## config.mk

```make
export PLATFORM = sky130hd
export DESIGN_NAME = phase_loop
export DESIGN_NICKNAME = d
export VERILOG_FILES = /design/src/rtl/phase_loop_pkg.sv /design/src/rtl/pl_seq.sv /design/src/rtl/pl_mac.sv /design/src/rtl/phase_loop.sv
export SDC_FILE = /design/constraint.sdc
export NUM_CORES = 2
export LEC_CHECK = 0
export ABC_AREA = 1
export BUFFER_PORTS_ARGS = -buffer_cell sky130_fd_sc_hd__buf_2
export CELL_PAD_IN_SITES_DETAIL_PLACEMENT = 1
export CELL_PAD_IN_SITES_GLOBAL_PLACEMENT = 2
export CORE_UTILIZATION = 28
export DETAILED_ROUTE_END_ITERATION = 8
export PLACE_DENSITY_LB_ADDON = 0.1
export SLEW_MARGIN = 40
export SYNTH_ARGS = -nofsm -noshare
export SYNTH_HDL_FRONTEND = slang
export SYNTH_SLANG_ARGS = --single-unit
```

## constraint.sdc

```tcl
create_clock -name clk -period 16.2 [get_ports clk]
set_input_delay 2.43 -clock clk [delete_from_list [all_inputs] [get_ports clk]]
set_output_delay 2.43 -clock clk [all_outputs]
set_load 0.02 [all_outputs]
```

## src/rtl/phase_loop_pkg.sv

```systemverilog
package phase_loop_pkg;
  localparam int DW        = 16;
  localparam int N_CH      = 2;
  localparam int N_TAP     = 3;
  localparam int FILT_BASE = 2;
  localparam int FILT_LEN  = 5;
  localparam int OFF_STEP  = FILT_BASE + N_CH * FILT_LEN;
  localparam int PI_STEP   = OFF_STEP + 2;
  localparam int N_STEPS   = PI_STEP + 3;
  localparam int SW        = $clog2(N_STEPS);
  localparam int CW        = $clog2(N_CH);
  localparam int XW        = 2 * DW + 1;

  typedef logic signed [DW-1:0] q_t;
  typedef logic signed [XW-1:0] x_t;

  localparam x_t HI  = {{(DW+2){1'b0}}, {(DW-1){1'b1}}};
  localparam x_t LO  = {{(DW+2){1'b1}}, {(DW-1){1'b0}}};
  localparam x_t RND = {{(DW+2){1'b0}}, 1'b1, {(DW-2){1'b0}}};

  function automatic q_t q_clip(input x_t v);
    if (v > HI) return HI[DW-1:0];
    if (v < LO) return LO[DW-1:0];
    return v[DW-1:0];
  endfunction

  function automatic x_t q_ext(input q_t a);
    return {{(DW+1){a[DW-1]}}, a};
  endfunction

  // rounded Q1.15 product, clamped
  function automatic q_t q_mul(input q_t a, input q_t b);
    x_t p;
    p = q_ext(a) * q_ext(b) + RND;
    return q_clip(p >>> (DW-1));
  endfunction

  // base plus or minus one term, clamped
  function automatic q_t q_add(input q_t base, input q_t v, input logic sub);
    x_t s;
    s = sub ? (q_ext(base) - q_ext(v)) : (q_ext(base) + q_ext(v));
    return q_clip(s);
  endfunction
endpackage

```

## src/rtl/pl_seq.sv

```systemverilog
module pl_seq
  import phase_loop_pkg::*;
(
  input  logic          clk,
  input  logic          rst_n,
  input  logic          in_valid,
  output logic          in_ready,
  output logic          accept,
  output logic          busy,
  output logic [SW-1:0] step,
  output logic          last,
  output logic          out_valid
);
  localparam logic [SW-1:0] LAST_STEP = SW'(N_STEPS - 1);

  assign in_ready = !busy;
  assign accept   = in_valid && !busy;
  assign last     = busy && (step == LAST_STEP);

  always_ff @(posedge clk) begin
    if (!rst_n) begin
      busy      <= 1'b0;
      step      <= '0;
      out_valid <= 1'b0;
    end else begin
      out_valid <= last;
      if (accept) begin
        busy <= 1'b1;
        step <= '0;
      end else if (busy) begin
        if (last) busy <= 1'b0;
        else      step <= step + 1'b1;
      end
    end
  end

  // a taken sample closes the input on the next cycle
  a_r2_ready_drops: assert property (@(posedge clk) disable iff (!rst_n)
    accept |=> !in_ready);
  // the strobe comes together with the reopened input
  a_r2_ready_with_valid: assert property (@(posedge clk) disable iff (!rst_n)
    out_valid |-> in_ready);
  // single-cycle strobe
  a_r3_one_pulse: assert property (@(posedge clk) disable iff (!rst_n)
    out_valid |=> !out_valid);
  // a strobe only ends a running sequence
  a_r3_valid_needs_run: assert property (@(posedge clk) disable iff (!rst_n)
    out_valid |-> $past(busy));
endmodule

```

## src/rtl/pl_mac.sv

```systemverilog
module pl_mac
  import phase_loop_pkg::*;
(
  input  q_t   op_a,
  input  q_t   op_b,
  input  q_t   base,
  input  logic sub,
  output q_t   res
);
  q_t prod;
  assign prod = q_mul(op_a, op_b);
  assign res  = q_add(base, prod, sub);
endmodule

```

## src/rtl/phase_loop.sv

```systemverilog
module phase_loop
  import phase_loop_pkg::*;
(
  input  logic                 clk,
  input  logic                 rst_n,
  input  logic                 in_valid,
  output logic                 in_ready,
  input  logic signed [15:0]   in_re,
  input  logic signed [15:0]   in_im,
  input  logic signed [15:0]   coef_a1,
  input  logic signed [15:0]   coef_a2,
  input  logic signed [15:0]   coef_b0,
  input  logic signed [15:0]   coef_b1,
  input  logic signed [15:0]   coef_b2,
  input  logic signed [15:0]   gain_p,
  input  logic signed [15:0]   gain_i,
  input  logic signed [15:0]   phase_start,
  output logic                 out_valid,
  output logic signed [15:0]   out_re,
  output logic signed [15:0]   out_im
);
  localparam logic [CW-1:0] CH_IM = CW'(1);

  logic          accept, busy, seq_last;
  logic [SW-1:0] step;

  q_t xr_q, xi_q, phase_q, pc_q, acc_q;
  q_t m_q [N_CH][N_TAP];
  q_t d_q [N_CH][N_TAP];
  q_t o_q [2];

  q_t   op_a, op_b, base, res;
  logic sub, first, use_pc;

  pl_seq u_seq (
    .clk(clk), .rst_n(rst_n), .in_valid(in_valid), .in_ready(in_ready),
    .accept(accept), .busy(busy), .step(step), .last(seq_last),
    .out_valid(out_valid)
  );

  // step schedule: operands for the shared multiplier
  always_comb begin
    int s, k;
    logic [CW-1:0] ch;
    op_a = '0; op_b = '0; sub = 1'b0; first = 1'b0; use_pc = 1'b0;
    s  = int'(step);
    k  = 0;
    ch = '0;
    if (s < FILT_BASE) begin
      first = 1'b1;
      op_b  = phase_q;
      op_a  = (s == 0) ? xi_q : xr_q;
      sub   = (s == 1);
    end else if (s < OFF_STEP) begin
      ch = (s >= FILT_BASE + FILT_LEN) ? CH_IM : '0;
      k  = (s - FILT_BASE) % FILT_LEN;
      case (k)
        0: begin op_a = d_q[ch][1]; op_b = coef_a1; first = 1'b1; sub = 1'b1; end
        1: begin op_a = d_q[ch][2]; op_b = coef_a2; sub = 1'b1; end
        2: begin op_a = m_q[ch][0]; op_b = coef_b0; end
        3: begin op_a = m_q[ch][1]; op_b = coef_b1; end
        default: begin op_a = m_q[ch][2]; op_b = coef_b2; end
      endcase
    end else if (s < PI_STEP) begin
      ch    = (s == OFF_STEP) ? '0 : CH_IM;
      op_a  = d_q[ch][2];
      op_b  = d_q[ch][0];
      first = (s == OFF_STEP);
      sub   = (s != OFF_STEP);
    end else begin
      first  = (s == PI_STEP);
      use_pc = first;
      case (s - PI_STEP)
        0: begin op_a = gain_p; op_b = o_q[0]; end
        1: begin op_a = gain_i; op_b = o_q[1]; end
        default: begin op_a = gain_p; op_b = o_q[1]; sub = 1'b1; end
      endcase
    end
  end

  assign base = first ? (use_pc ? pc_q : '0) : acc_q;

  pl_mac u_mac (.op_a(op_a), .op_b(op_b), .base(base), .sub(sub), .res(res));

  always_ff @(posedge clk) begin
    if (!rst_n) begin
      for (int c = 0; c < N_CH; c++) begin
        for (int t = 0; t < N_TAP; t++) begin
          m_q[CW'(c)][t] <= '0;
          d_q[CW'(c)][t] <= '0;
        end
      end
      o_q[0]  <= '0;
      o_q[1]  <= '0;
      pc_q    <= '0;
      acc_q   <= '0;
      xr_q    <= '0;
      xi_q    <= '0;
      phase_q <= phase_start;
    end else if (accept) begin
      xr_q <= in_re;
      xi_q <= in_im;
      for (int c = 0; c < N_CH; c++) begin
        m_q[CW'(c)][2] <= m_q[CW'(c)][1];
        m_q[CW'(c)][1] <= m_q[CW'(c)][0];
        d_q[CW'(c)][2] <= d_q[CW'(c)][1];
        d_q[CW'(c)][1] <= d_q[CW'(c)][0];
      end
      o_q[0] <= o_q[1];
    end else if (busy) begin
      acc_q <= res;
      case (int'(step))
        0:                          m_q[0][0]     <= res;
        1:                          m_q[CH_IM][0] <= res;
        FILT_BASE + FILT_LEN - 1:   d_q[0][0]     <= res;
        OFF_STEP - 1:               d_q[CH_IM][0] <= res;
        OFF_STEP + 1:               o_q[1]        <= res;
        N_STEPS - 1: begin
          pc_q    <= res;
          phase_q <= q_add(phase_q, res, 1'b0);
        end
        default: ;
      endcase
    end
  end

  assign out_re = m_q[0][0];
  assign out_im = m_q[CH_IM][0];

  // reset leaves a cleared loop and the seeded phase
  a_r1_reset_state: assert property (@(posedge clk)
    !rst_n |=> (pc_q == '0 && o_q[1] == '0 && out_re == '0 && out_im == '0
                && phase_q == phase_start));
  // phase moves only at the closing step of a sample
  a_r8_phase_hold: assert property (@(posedge clk) disable iff (!rst_n)
    !seq_last |=> $stable(phase_q));
  // correction moves only at the closing step as well
  a_r8_corr_hold: assert property (@(posedge clk) disable iff (!rst_n)
    !seq_last |=> $stable(pc_q));
  // outputs hold while idle and nothing is taken
  a_r4_out_hold: assert property (@(posedge clk) disable iff (!rst_n)
    (!busy && !accept) |=> ($stable(out_re) && $stable(out_im)));
endmodule

```

### Word-level counts from Yosys, hierarchy flattened

Memories as Yosys holds them, arrays and structs flattened.
Index checks and enable logic that the tools add are counted.
Widths: inputs -> output; s select.

| storage, ports and cells | value |
|---|---|
| bits in registers | 87 |
| memory bits (writable) | 224 |
| input port bits | 163 |
| logic and storage cells | 184 |
| memories kept | 3 |

Memories:

| memory | depth | width | rd ports | clocked after memory_dff | wr ports | RTL line | RTL |
|---|---|---|---|---|---|---|---|
| d_q | 2 | 48 | 4 | 0 | 2 | phase_loop.sv:29 | `q_t d_q [N_CH][N_TAP];` |
| m_q | 2 | 48 | 3 | 0 | 2 | phase_loop.sv:28 | `q_t m_q [N_CH][N_TAP];` |
| o_q | 2 | 16 | 2 | 0 | 2 | phase_loop.sv:30 | `q_t o_q [2];` |

| cells by class | value |
|---|---|
| add/sub/neg operators | 7 |
| multipliers | 1 |
| div/mod/pow operators | 1 |
| $lt $le $gt $ge | 10 |
| eq/ne operators | 16 |
| muxes and demuxes | 107 |
| bitwise gates (word level) | 17 |
| reduce and logical (&&, ||, !) cells | 14 |

Operator list:

| operator | number |
|---|---|
| $mux 16 | 41 |
| $pmux 16 s4 | 2 |
| $eq 32x1->1 const B | 2 |
| $eq 32x2->1 const B | 2 |
| $logic_not 32->1 | 2 |
| $mux 1 | 63 |
| $add 16x16->17 | 2 |
| $add 32x16->33 const B | 1 |
| $gt 33x16->1 const B | 1 |
| $lt 33x16->1 const B | 1 |
| $mux 33 | 1 |
| $mod 32x4->32 const B | 1 |
| $mul 16x16->32 | 1 |
| $gt 18x16->1 const B | 1 |
| $lt 18x16->1 const B | 1 |
| $gt 17x16->1 const B | 1 |
| $lt 17x16->1 const B | 1 |
| $sub 16x16->17 | 1 |
| $eq 5x5->1 const B | 3 |
| $or 1x1->1 | 14 |
| $eq 5x4->1 const B | 2 |
| $logic_not 5->1 | 2 |
| $lt 5x4->1 const B | 2 |
| $reduce_and 3->1 | 2 |
| other kinds (16) | 23 |

### Longest topological paths before layout

| depth | value |
|---|---|
| depth in word-level cells | 38 |
| depth in mapped cells | 120 |

### By module

Synthesis repeated with hierarchy kept, for this count alone.

| unflattened totals | value |
|---|---|
| cells, all modules | 3,949 |
| area, all modules | 29,798.6 um2 |

Modules (own cells, without submodules):

| module | instances | cells each | area an instance (um2) | seq. area each (um2) |
|---|---|---|---|---|
| phase_loop | 1 | 2,201 | 17,148.9 | 8,167.8 |
| pl_mac | 1 | 1,699 | 12,278.0 | 0.0 |
| pl_seq | 1 | 49 | 371.6 | 140.1 |

### Least setup slack after synthesis

OpenSTA, ideal clock, no wires.

| timing | value |
|---|---|
| kind | flip-flop to flip-flop |
| start point | reg u_seq.step[1] |
| end point | reg phase_q[10] (data pin) |
| library setup time | 0.254 ns |
| arrival | 16.545 ns |
| path slack | -0.599 ns |
| stages on the path, launching flop included | 107 |
| path buffers | 6 |
| clock period less this slack | 16.799 ns |
| cell sequence | dfxtp_1 > inv_1 > ha_1 > inv_1 > nand2_1 > nand2_1 > nand2_1 > nand2_4 > nor2_4 > inv_2 > o21ai_0 > inv_1 > ha_1 > nand2_1 > nand3_4 > nand2_1 > nand2_1 > nor2_4 > (+71 left out) > a21oi_1 > o21bai_1 > a21oi_1 > o21bai_1 > a21oi_1 > o21bai_1 > a21oi_1 > o21bai_1 > nand2_1 > nand2_1 > a21oi_1 > xor2_1 > nand2_1 > inv_1 > nor2_1 > clkbuf_1 > o21ai_0 > o21a_1 |

| between the ends | value |
|---|---|
| word-level cells in the longest chain between the ends | 34 |

RTL lines:

| item | RTL line | RTL |
|---|---|---|
| start: declaration | pl_seq.sv:10 | `output logic [SW-1:0] step,` |
| start signal: assignment | pl_seq.sv:32 | `else step <= step + 1'b1;` |
| $sub 5x2->6, or another cell as far along | phase_loop.sv:56 | `k = (s - FILT_BASE) % FILT_LEN;` |
| $mod 32x4->32, or another cell as far along | phase_loop.sv:56 |  |
| $eq 32x2->1, or another cell as far along | phase_loop.sv:57 | `case (k)` |
| $pmux 16 s4 / $mux 16 (equally long branches) | phase_loop.sv:57, phase_loop.sv:64 |  |
| $mux 16 | phase_loop.sv:54 | `end else if (s < OFF_STEP) begin` |
| $mux 16 | phase_loop.sv:49 | `if (s < FILT_BASE) begin` |
| $mul 16x16->32 | phase_loop_pkg.sv:34 | `p = q_ext(a) * q_ext(b) + RND;` |
| $add 32x16->33 | phase_loop_pkg.sv:34 |  |
| (+12 left out) | n/a |  |
| named net res[2] | phase_loop.sv:32 | `q_t op_a, op_b, base, res;` |
| (+6 left out) | n/a |  |
| $mux 1 | phase_loop.sv:100 | `end else if (accept) begin` |
| $mux 1 | phase_loop.sv:86 | `if (!rst_n) begin` |
| $mux 16 | phase_loop_pkg.sv:24 | `return v[DW-1:0];` |
| $mux 16 (*) | phase_loop_pkg.sv:23 | `if (v < LO) return LO[DW-1:0];` |
| $mux 16 (*) | phase_loop.sv:112 | `case (int'(step))` |
| $mux 16 (*) | phase_loop.sv:110 | `end else if (busy) begin` |
| $mux 16 (*) | phase_loop.sv:100 |  |
| $mux 16 (*) | phase_loop.sv:86 |  |
| end signal: assignment | phase_loop.sv:99 | `phase_q <= phase_start;` |
| end signal: assignment | phase_loop.sv:120 | `phase_q <= q_add(phase_q, res, 1'b0);` |
| end: declaration | phase_loop.sv:27 | `q_t xr_q, xi_q, phase_q, pc_q, acc_q;` |

Mark *: on every way through the listed nets, which the timed path passes. The rest lies on a longest branch. The select of a mux whose other input is x is not followed.
A chain may end at the register's enable or synchronous reset.

### Worst setup path after layout

| timing | value |
|---|---|
| start point | reg u_seq.step[1] |
| end point | reg phase_q[13] (data pin) |

Same word-level chain as after synthesis.

==> summary.md <==
| Metric | Value |
|---|---|
| Ys flop type | edfxtp_1 |
| Number of nets in the layout | 4814 |
| Synth area leader | edfxtp_1 |
| Final Hold Vio Count | 0 |
| Syn nets | 4103 |
| Synth top area share | 0.220 |
| Final Skew | 0.0272 ns |
| Fmax | 0.0604 GHz |
| Most frequent CP cell | buf_4 |
| Largest net degree at the start of global routing | 80 |
| Post-synthesis cell type count | 56 |
| Critical path type | flip-flop to flip-flop |
| Pins Over Slew Limit | 0 |
| CP Max Fanout | 6 |
| Sequential area share after synthesis | 0.292 |
| Vias per std cell | 4.65 |
| Most frequent cell after synthesis | inv_1 |
| Post-synth EDFFs | 208 |
| Startpoint Class | flip-flop |
| Unrepaired setup endpoints after global routing | true |
| Async set or reset register ratio after synthesis | 0 |
| Setup crit end kind | flip-flop |
| Slew margin rel. | 0.466 |
| Hold WC Path Type | flip-flop to flip-flop |
| Initial Utilization | 0.283 |
| Die Wd | 321 um |
| Drt drc | 0 |
| Drt pass-1 iters | 5 |
| Sinks on Clock Net | 311 |
| Setup ws final | -0.354 ns |
| Arrival time at the worst endpoint | 16.87 ns |
| Num CTS Buffers | 39 |
| First-pass GRT wire length | 178 mm |
| DRT iter0 DRCs | 1480 |
| Worst Tran Pin Value | 0.800 ns |
| Rows | 116 |
| Syn Inst Count | 3550 |
| Max stage delay on crit path | 0.60 ns |
| CTS clk-pin slew, worst paths | 0.06 ns |
| Failing checks | setup timing |
| Synth Register Bits | 311 |
| Number of global-route vias before repair | 28200 |
| IO Count | 197 |
| Root Driver | clkbuf_16 |
| Syn_area_per_cell | 8.00 sq um |
| RePlAce Congestion | 0.846 |
| Tcrit/Tclk final | 1.02 |
| IO Port Bufs | 196 |
| Place WS | -1.59 ns |
| Clock Path Buffers | 3 |
| Status | finished with violations |
| Worst path slowest cell | fa_1 |
| Die area | 103000 sq um |
| Core area | 100000 sq um |
| Layout cells sized above 1 | 0.326 |
| Tot GR Track Use | 0.231 |
| Clk_lat worst skew | 0.58 ns |
| Mapped cell area | 28400 sq um |
| H-tree depth | 2 |
| Req. time, crit path | 16.51 ns |
| Synth area leaders | edfxtp_1, fa_1, inv_1 |
| Area grow syn2layout | 36.7% |
| Post-detail-place hpwl | 92.9 mm |
| Vias post-DR | 26300 |
| Final setup viols | 15 |
| Total gr overflow | 0 |
| Post-route minimum period | 16.55 ns |
| Max cap viols | 0 |
| Final WL | 119 mm |
| Synth top cells by count | inv_1, nand2_1, nor2_1 |
| CTS tree | done |
| Ys Warns | 0 |
| Chip Height | 321 um |
| Antenna-violating nets left | 0 |
| WL/cell | 21.1 um |
| Antenna violations before repair | 2 |
[per-stage QoR]
stage               cells  setup TNS (ns)   util  hold slack (ns)  cell area, sq um
floorplan            3550               0      -            0.427             28600
global route         5649          -17.34  0.387            0.482             38800
finish               5650           -4.11  0.387            0.454             38800
global placement     5438          -16.97  0.345            0.445             34600
detailed placement   5439          -22.87  0.345            0.449             34600
CTS                  5605               0  0.372            0.459             37300
[kinds of logic (layout without fill, tap and decap cells)]
kind of cell	count (synthesis)	in the layout	synth area share
buf+inv	929	1670	0.131
flops	311	311	0.292
fa+ha+maj	390	390	0.243
simple gates	1290	1291	0.194
xor+xnor	61	61	0.0188
compound gates	569	569	0.121
other cells	0	1	0
[area by class of cell]
cell class / count / area, sq um
Timing Repair inverter: 1 / 8.76
Fill cell: 11900 / 61500
Antenna cell: 1 / 2.50
Timing Repair Buffer: 841 / 6450
Clock inverter: 19 / 230
Sequential cell: 311 / 8320
Clock buffer: 53 / 1080
Tap cell: 1357 / 1700
Inverter: 756 / 2910
Multi-Input combinational cell: 2311 / 18100
[repair_timing]
| action | 4_1_cts | 5_1_grt |
|---|---|---|
| pin swaps | 102 | 207 |
| hold buffers | 0 | 0 |
| buffers inserted | 94 | 43 |
| gates resized for setup | 198 | 297 |
| endpoints found under the setup margin | 16 | 16 |
| cloned | 2 | 3 |
[sequential cells by signal, indices dropped and copies added, names as in the netlist, 5 cells and up]
name,count
xr_q,16
u_seq.step,5
o_q,32
phase_q,16
xi_q,16
d_q,96
acc_q,16
m_q,96
pc_q,16
[worst paths after layout]
check / start / to / slack, ns / cells after the start
worst max-delay path: u_seq.step[1] / phase_q[13] / -0.35 / 117
worst min-delay path: pc_q[11] / pc_q[11] / 0.45 / 2
worst max register to register: u_seq.step[1] / phase_q[13] / -0.35 / 117
worst min register to register: pc_q[11] / pc_q[11] / 0.45 / 2
[metal layers]
layer  up-vias  routed length, um  GRT usage
met4         0               1850     0.0372
met3        93               4840     0.0244
met5         -                  0          0
li1      12600                  -          -
met1     13200              58000      0.334
met2       470              54400      0.373
[placed cells by master, fill, tap and decap left out, types with 17 or more instances in the layout]
cell type	Yosys	layout
a21oi_1	181	143
a21oi_2	4	33
a31oi_1	22	20
buf_12	0	29
buf_2	2	196
buf_4	35	570
buf_6	7	33
clkbuf_16	0	43
dfxtp_1	103	98
edfxtp_1	208	208
fa_1	270	244
fa_2	0	26
ha_1	120	90
ha_4	0	29
inv_1	718	657
inv_2	23	75
nand2_1	627	559
nand2_2	26	71
nand2_4	20	39
nand3_1	122	105
nor2_1	389	352
nor2_2	38	56
nor2_4	7	27
o211ai_1	18	18
o21ai_0	177	132
o21ai_1	6	29
o21ai_2	2	24
o21bai_1	21	17
o221ai_1	27	23
o22ai_1	24	24
xor2_1	45	44
[critical path: cells and delay by family (launching register included)]
kind | cells | cell delay [ns]
compound gates | 17 | 2.28
fa+ha+maj | 12 | 4.65
simple gates | 38 | 3.45
flops | 1 | 0.36
xor+xnor | 2 | 0.32
buf+inv | 48 | 5.15
Power is left out: the tool's default activity adds up to more than one toggle a clock period on the data nets, which glitch-free logic cannot reach.
